[config.mk]
export PLATFORM = sky130hd
export DESIGN_NAME = fetch_gate_ctrl
export DESIGN_NICKNAME = d
export VERILOG_FILES = /design/src/rtl/fg_pkg.sv /design/src/rtl/fg_inflight.sv /design/src/rtl/fg_thr_tuner.sv /design/src/rtl/fg_useful.sv /design/src/rtl/fetch_gate_ctrl.sv
export SDC_FILE = /design/constraint.sdc
export NUM_CORES = 1
export LEC_CHECK = 0
export ABC_AREA = 0
export BUFFER_PORTS_ARGS = -buffer_cell sky130_fd_sc_hd__buf_4
export CAP_MARGIN = 10
export CORE_MARGIN = 4
export CORE_UTILIZATION = 35
export CTS_BUF_LIST = sky130_fd_sc_hd__clkbuf_4
export CTS_CLUSTER_DIAMETER = 100
export DETAILED_ROUTE_END_ITERATION = 8
export PLACE_DENSITY = 0.47
export SLEW_MARGIN = 20
export SYNTH_ARGS = -nofsm -noshare
export SYNTH_HDL_FRONTEND = slang
export SYNTH_SLANG_ARGS = --single-unit
[constraint.sdc]
create_clock -name clk -period 8.5 [get_ports clk]
set_input_delay 0.85 -clock clk [delete_from_list [all_inputs] [get_ports clk]]
set_output_delay 0.85 -clock clk [all_outputs]
set_load 0.05 [all_outputs]
[src/rtl/fg_pkg.sv]
package fg_pkg;

    localparam int USE_W   = 5;
    localparam int USE_MAX = (1 << USE_W) - 1;

    typedef logic [USE_W-1:0] use_cnt_t;

    typedef enum logic [1:0] {
        BAND_POOR = 2'd0,
        BAND_FAIR = 2'd1,
        BAND_GOOD = 2'd2,
        BAND_BEST = 2'd3
    } band_e;

endpackage

[src/rtl/fg_inflight.sv]
module fg_inflight #(
    parameter int CNT_W = 6
) (
    input  logic             clk,
    input  logic             rst_n,
    input  logic             fetch,
    input  logic             resolve,
    input  logic             flush,
    input  logic [CNT_W-1:0] survivors,
    output logic [CNT_W-1:0] count
);

    localparam logic [CNT_W-1:0] CNT_MAX = {CNT_W{1'b1}};

    typedef struct packed {
        logic [CNT_W-1:0] cnt;
    } state_t;

    state_t st_d, st_q;

    always_comb begin
        st_d = st_q;
        if (flush) begin
            st_d.cnt = survivors;
        end else if (fetch && !resolve && st_q.cnt != CNT_MAX) begin
            st_d.cnt = st_q.cnt + 1'b1;
        end else if (resolve && !fetch && st_q.cnt != '0) begin
            st_d.cnt = st_q.cnt - 1'b1;
        end
    end

    always_ff @(posedge clk) begin
        if (!rst_n) st_q <= '0;
        else        st_q <= st_d;
    end

    assign count = st_q.cnt;

    AST_CNT_UP: assert property (@(posedge clk) disable iff (!rst_n)
        (!flush && fetch && !resolve && st_q.cnt != CNT_MAX) |=> st_q.cnt == $past(st_q.cnt) + 1'b1);
    AST_CNT_NO_UNDER: assert property (@(posedge clk) disable iff (!rst_n)
        (!flush && !fetch && st_q.cnt == '0) |=> st_q.cnt == '0);
    AST_FLUSH_LOAD: assert property (@(posedge clk) disable iff (!rst_n)
        flush |=> st_q.cnt == $past(survivors));

endmodule

[src/rtl/fg_thr_tuner.sv]
module fg_thr_tuner
    import fg_pkg::*;
#(
    parameter int IVL_W   = 16,
    parameter int CNT_W   = 6,
    parameter int PCT0    = 90,
    parameter int PCT1    = 95,
    parameter int PCT2    = 98,
    parameter int THR0    = 2,
    parameter int THR1    = 4,
    parameter int THR2    = 6,
    parameter int THR3    = 8,
    parameter int THR_RST = 8
) (
    input  logic             clk,
    input  logic             rst_n,
    input  logic             resolve,
    input  logic             mispredict,
    input  logic [IVL_W-1:0] cfg_interval,
    output logic             ivl_end,
    output logic [CNT_W-1:0] threshold
);

    localparam int TAL_W  = IVL_W + 1;
    localparam int ACC_W  = TAL_W + 7;
    localparam int NBANDS = 3;
    localparam int PCT_TAB [NBANDS] = '{PCT0, PCT1, PCT2};

    typedef struct packed {
        logic [IVL_W-1:0] ivl;
        logic [TAL_W-1:0] tot;
        logic [TAL_W-1:0] cor;
        logic [CNT_W-1:0] thr;
    } state_t;

    state_t st_d, st_q;

    logic [TAL_W-1:0]  tot_n, cor_n;
    logic [ACC_W-1:0]  cor_scaled;
    logic [NBANDS-1:0] below;
    band_e             band;
    logic              end_w;

    assign tot_n      = st_q.tot + TAL_W'(resolve);
    assign cor_n      = st_q.cor + TAL_W'(resolve & ~mispredict);
    assign cor_scaled = ACC_W'(cor_n) * ACC_W'(100);
    assign end_w      = (TAL_W'(st_q.ivl) + TAL_W'(1)) >= TAL_W'(cfg_interval);

    for (genvar b = 0; b < NBANDS; b++) begin : g_band
        assign below[b] = cor_scaled < ACC_W'(tot_n) * ACC_W'(PCT_TAB[b]);
    end

    always_comb begin
        if (below[0])      band = BAND_POOR;
        else if (below[1]) band = BAND_FAIR;
        else if (below[2]) band = BAND_GOOD;
        else               band = BAND_BEST;
    end

    function automatic logic [CNT_W-1:0] band_thr(input band_e bsel);
        case (bsel)
            BAND_POOR: band_thr = CNT_W'(THR0);
            BAND_FAIR: band_thr = CNT_W'(THR1);
            BAND_GOOD: band_thr = CNT_W'(THR2);
            default:   band_thr = CNT_W'(THR3);
        endcase
    endfunction

    always_comb begin
        st_d = st_q;
        if (end_w) begin
            st_d.ivl = '0;
            st_d.tot = '0;
            st_d.cor = '0;
            if (tot_n != '0) st_d.thr = band_thr(band);
        end else begin
            st_d.ivl = st_q.ivl + 1'b1;
            st_d.tot = tot_n;
            st_d.cor = cor_n;
        end
    end

    always_ff @(posedge clk) begin
        if (!rst_n) begin
            st_q     <= '0;
            st_q.thr <= CNT_W'(THR_RST);
        end else begin
            st_q <= st_d;
        end
    end

    assign ivl_end   = end_w;
    assign threshold = st_q.thr;

    AST_THR_LEGAL: assert property (@(posedge clk) disable iff (!rst_n)
        (st_q.thr == CNT_W'(THR0) || st_q.thr == CNT_W'(THR1) ||
         st_q.thr == CNT_W'(THR2) || st_q.thr == CNT_W'(THR3) ||
         st_q.thr == CNT_W'(THR_RST)));
    AST_THR_HOLD: assert property (@(posedge clk) disable iff (!rst_n)
        !end_w |=> $stable(st_q.thr));
    AST_EMPTY_KEEP: assert property (@(posedge clk) disable iff (!rst_n)
        (end_w && st_q.tot == '0 && !resolve) |=> $stable(st_q.thr));

endmodule

[src/rtl/fg_useful.sv]
module fg_useful
    import fg_pkg::*;
(
    input  logic     clk,
    input  logic     rst_n,
    input  logic     useful,
    input  logic     clear,
    output use_cnt_t count
);

    typedef struct packed {
        use_cnt_t cnt;
    } state_t;

    state_t st_d, st_q;

    always_comb begin
        st_d = st_q;
        if (clear) begin
            st_d.cnt = '0;
        end else if (useful && st_q.cnt != use_cnt_t'(USE_MAX)) begin
            st_d.cnt = st_q.cnt + 1'b1;
        end
    end

    always_ff @(posedge clk) begin
        if (!rst_n) st_q <= '0;
        else        st_q <= st_d;
    end

    assign count = st_q.cnt;

    AST_USE_SAT: assert property (@(posedge clk) disable iff (!rst_n)
        (st_q.cnt == use_cnt_t'(USE_MAX) && !clear) |=> st_q.cnt == use_cnt_t'(USE_MAX));
    AST_USE_CLEAR: assert property (@(posedge clk) disable iff (!rst_n)
        clear |=> st_q.cnt == '0);
    AST_USE_STEP: assert property (@(posedge clk) disable iff (!rst_n)
        (!clear && useful && st_q.cnt != use_cnt_t'(USE_MAX)) |=> st_q.cnt == $past(st_q.cnt) + 1'b1);

endmodule

[src/rtl/fetch_gate_ctrl.sv]
module fetch_gate_ctrl
    import fg_pkg::*;
#(
    parameter int CNT_W   = 6,
    parameter int IVL_W   = 16,
    parameter int PCT0    = 90,
    parameter int PCT1    = 95,
    parameter int PCT2    = 98,
    parameter int THR0    = 2,
    parameter int THR1    = 4,
    parameter int THR2    = 6,
    parameter int THR3    = 8,
    parameter int THR_RST = 8
) (
    input  logic             clk,
    input  logic             rst_n,
    input  logic             br_fetch,
    input  logic             br_resolve,
    input  logic             br_mispredict,
    input  logic             flush,
    input  logic [CNT_W-1:0] flush_survivors,
    input  logic             wp_useful,
    input  logic             pred_useful_hit,
    input  logic [IVL_W-1:0] cfg_interval,
    input  logic [USE_W-1:0] cfg_useful_thr,
    output logic             gate_enable,
    output logic [CNT_W-1:0] gate_threshold
);

    logic [CNT_W-1:0] inflight;
    logic [CNT_W-1:0] thr;
    logic             ivl_end;
    use_cnt_t         use_cnt;
    logic             over_count;
    logic             phase_useful;

    fg_inflight #(.CNT_W(CNT_W)) u_inflight (
        .clk       (clk),
        .rst_n     (rst_n),
        .fetch     (br_fetch),
        .resolve   (br_resolve),
        .flush     (flush),
        .survivors (flush_survivors),
        .count     (inflight)
    );

    fg_thr_tuner #(
        .IVL_W(IVL_W), .CNT_W(CNT_W),
        .PCT0(PCT0), .PCT1(PCT1), .PCT2(PCT2),
        .THR0(THR0), .THR1(THR1), .THR2(THR2), .THR3(THR3),
        .THR_RST(THR_RST)
    ) u_tuner (
        .clk          (clk),
        .rst_n        (rst_n),
        .resolve      (br_resolve),
        .mispredict   (br_mispredict),
        .cfg_interval (cfg_interval),
        .ivl_end      (ivl_end),
        .threshold    (thr)
    );

    fg_useful u_useful (
        .clk    (clk),
        .rst_n  (rst_n),
        .useful (wp_useful),
        .clear  (ivl_end),
        .count  (use_cnt)
    );

    assign over_count     = inflight > thr;
    assign phase_useful   = use_cnt > cfg_useful_thr;
    assign gate_enable    = over_count && !phase_useful && !pred_useful_hit;
    assign gate_threshold = thr;

    AST_GATE_NEEDS_EXCESS: assert property (@(posedge clk) disable iff (!rst_n)
        gate_enable |-> inflight > gate_threshold);
    AST_HIT_OVERRIDE: assert property (@(posedge clk) disable iff (!rst_n)
        pred_useful_hit |-> !gate_enable);
    AST_PHASE_OVERRIDE: assert property (@(posedge clk) disable iff (!rst_n)
        (use_cnt > cfg_useful_thr) |-> !gate_enable);

endmodule

==> qor.txt <==
Outcome: finished clean
Path type of the worst setup path: in -> reg
Worst-margin pin slew: 0.880 ns
Number of buffers added by the clock tree synthesis step: 9
Number of slew-limit violations in the final report: 0
Die area: 0.0397 sq mm
Clock sink total: 64
Setup total negative slack: 0 ns
Site row count: 69
Required time of the critical path: 8.83 ns
H-tree lvl count: 3
Post-synthesis to final-layout area growth: 8.43%
Total power of the final layout: 0.000858 W
Number of storage elements in the synthesis netlist: 64
Largest incremental delay on the critical path: 0.55 ns
Clock slew at reported path FFs: 0.11 ns
Leading register cell type out of synthesis: sky130_fd_sc_hd__dfxtp_1
Source-to-sink clock delay at the later pin of the worst-skew pair: 0.48 ns
Total routed wirelength: 31,500 um
Most common cell after layout, fill and taps aside: sky130_fd_sc_hd__ha_1
Data arrival at the endpoint of the critical path: 7.87 ns
Capturing element type of the critical path: flip-flop
Antenna viol nets, final: 0
Path depth of the worst reg2reg path: 28
Most frequent cells in the layout: sky130_fd_sc_hd__ha_1 (290), sky130_fd_sc_hd__inv_1 (281), sky130_fd_sc_hd__fa_1 (107), sky130_fd_sc_hd__nor2_1 (98), sky130_fd_sc_hd__dfxtp_1 (64)
Drt via density: 4.94
Number of instances on the worst hold path: 1
Fraction of power consumed by combinational cells: 33.4%
Maximum number of pins on one net before global-route repair: 37
Vias in the first global route: 10,000
Switching share of power: 36.0%
Share of the clock period used by the worst path after layout: 88.7%
Cell chosen for the clock root: sky130_fd_sc_hd__clkbuf_4
Half-perimeter wire length of the detailed placement result: 27,900 um
Core area: 0.0358 sq mm
Post-detailed-route DRC marker count: 0
Kind of start point of the critical path: primary input
Total global-route track usage: 16.2%
Post-Syn Area: 0.0128 sq mm
PortBufs: 38
Endpoint of the lowest-slack register-to-register path: u_tuner.threshold[2]$_SDFFE_PN0P_
Top cell type's share of synthesized area: 28.4%
LEAKAGE: 7.98 nW
Final Hold Fails: 0
First-pass GRT wire length: 51,400 um
Worst-path maximum fanout: 9
Top cells by area in the synthesized netlist: sky130_fd_sc_hd__ha_1 (28%), sky130_fd_sc_hd__fa_1 (17%), sky130_fd_sc_hd__dfxtp_1 (10%)
Power per cell area: 61.9 mW/mm^2
CTS-repair resized insts: 0
Worst min-delay path endpoint: u_tuner.st_q[40]$_SDFF_PP0_
Net count of the finished layout: 1,956
Vias after detailed routing: 9,841
Total congestion overflow after global routing: 0
Total I/O pin count: 42
Highest ir drop seen on vdd: 0.0548 mV
Slowest cell on the critical path: sky130_fd_sc_hd__fa_1
Yosys warnings: 0
Global placement routability congestion: 0.831
Die boundary width: 199 um
Flop pwr share: 36.7%
DR iter-0 viols: 291
Vertical die dimension: 199 um
Count of buffers added by post-CTS timing repair for setup: 0
Proportion of register bits with asynchronous set or reset after synthesis: 0%
Initial antenna violation count: 1
Beginning of the worst register-to-register path: u_tuner.st_q[23]$_SDFF_PP0_
Power share of the clock group: 29.9%
Number of endpoints failing setup at the final stage: 0
Cell accounting for the most synthesized area: sky130_fd_sc_hd__ha_1
Worst clock skew: 0.0371 ns
Register-to-register setup slack: 1.15 ns
Wire length per cell after detailed routing: 15.8 um
Number of instances in the synthesized netlist: 1,472
Cell repeated most along the worst path: sky130_fd_sc_hd__ha_1
First-pass detailed-route iteration total: 6
Max Cap Violations: 0
Maximum achievable frequency: 133 MHz
Type of the tightest min-delay check: reg -> reg
Register area share after synthesis: 10.0%
Count of flip-flops with a built-in enable after synthesis: 0
Worst relative slew slack: 40.7%
Setup repair after global routing missed its margin: no
Number of buffers inserted by hold repair at cts: 0
Share of cells above drive strength 1: 6.47%
Cell internal pwr: 0.000549 W
Period minus WS final: 7.54 ns
Distinct cell type count of the synthesized netlist: 74
Effective utilization at floorplan: 35.7%
Hold Path Origin: u_tuner.st_q[40]$_SDFF_PP0_
Number of buffers on the longest clock path: 2
Switching power summed over all nets: 0.000309 W
Average size of a mapped cell: 8.69 sq um
Clock tree from TritonCTS: done
## worst max-delay path by stage
stage / from / endpoint / slack (ns) / cells after the start
4_1_cts: br_resolve / u_tuner.threshold[2]$_SDFFE_PN0P_ / 0.97 / 29
3_3_place_gp: br_resolve / u_tuner.threshold[2]$_SDFFE_PN0P_ / 0.46 / 29
2_1_floorplan: br_resolve / u_tuner.threshold[2]$_SDFFE_PN0P_ / 0.97 / 32
6_report: br_resolve / u_tuner.threshold[2]$_SDFFE_PN0P_ / 0.96 / 29
5_1_grt: br_resolve / u_tuner.threshold[2]$_SDFFE_PN0P_ / 0.62 / 33
3_5_place_dp: br_resolve / u_tuner.threshold[2]$_SDFFE_PN0P_ / 0.49 / 29
## Yosys cell counts, drive strengths merged (14+ instances only)
master  instances
xor2           57
fa            107
o21a           20
dfxtp          64
o21ai          53
inv           282
xnor2          61
and3           36
ha            290
nor2           98
a211oi         14
nand4          26
a21o           41
nor3           19
o211ai         14
a21oi          65
nor2b          19
nand2          37
nand3          38
## per-stage QoR
stage / instances / hold WS [ns] / worst slack, ns / area [sq um] / utilization [%]
2_1_floorplan: 1474 / 0.452 / 0.966 / 12800 / -
3_3_place_gp: 1974 / 0.491 / 0.461 / 13700 / 38.2
3_5_place_dp: 1974 / 0.502 / 0.493 / 13700 / 38.2
4_1_cts: 1990 / 0.540 / 0.974 / 13900 / 38.7
5_1_grt: 1991 / 0.549 / 0.615 / 13900 / 38.7
6_report: 1991 / 0.533 / 0.963 / 13900 / 38.7
## routing by layer
layer / share of wire, % / track usage [%]
met1: 49 / 22.4
met2: 47 / 27.4
met3: 2.7 / 2.16
met4: 1.3 / 3.06
met5: 0 / 0
## cells by family after synthesis
family,count (synthesis),synth area share [%]
compound gates,261,13.8
simple gates,325,13.2
mux,6,0.480
flops,64,10.0
buf+inv,300,9.02
other cells,1,0.0293
fa+ha+maj,397,45.1
xor+xnor,118,8.32
## state kept, by name (all words and copies together) (netlist names)
register           cells
u_inflight.count       6
u_tuner.threshold      3
u_useful.count         5
u_tuner.st_q          50
## power groups by stage
stage	combinational [W]	sequential, W	clock [W]
5_1_grt	0.000334	0.000316	0.000280
6_report	0.000287	0.000315	0.000256
3_3_place_gp	0.000287	0.000322	0
3_5_place_dp	0.000289	0.000322	0
2_1_floorplan	0.000204	0.000319	0
4_1_cts	0.000291	0.000315	0.000268
## worst max-delay path: cells and delay by family
kind / cells / cell delay [ns]
AO/OA/AOI/OAI: 5 / 0.98
adder cells (fa/ha/maj): 9 / 3.30
AND/OR/NAND/NOR: 11 / 2.08
buffers and inverters: 3 / 0.33
XOR/XNOR: 1 / 0.32
## final cells by class
| cell class | instances | area, sq um |
|---|---|---|
| Antenna cell | 1 | 2.50 |
| Timing Repair Buffer | 56 | 420 |
| Clock buffer | 9 | 67.6 |
| Inverter | 283 | 1060 |
| Multi-Input combinational cell | 1110 | 10400 |
| Fill cell | 3677 | 22000 |
| Tap cell | 461 | 577 |
| Clock inverter | 7 | 93.8 |
| Sequential cell | 64 | 1280 |
(Power assumes the default switching activity.)
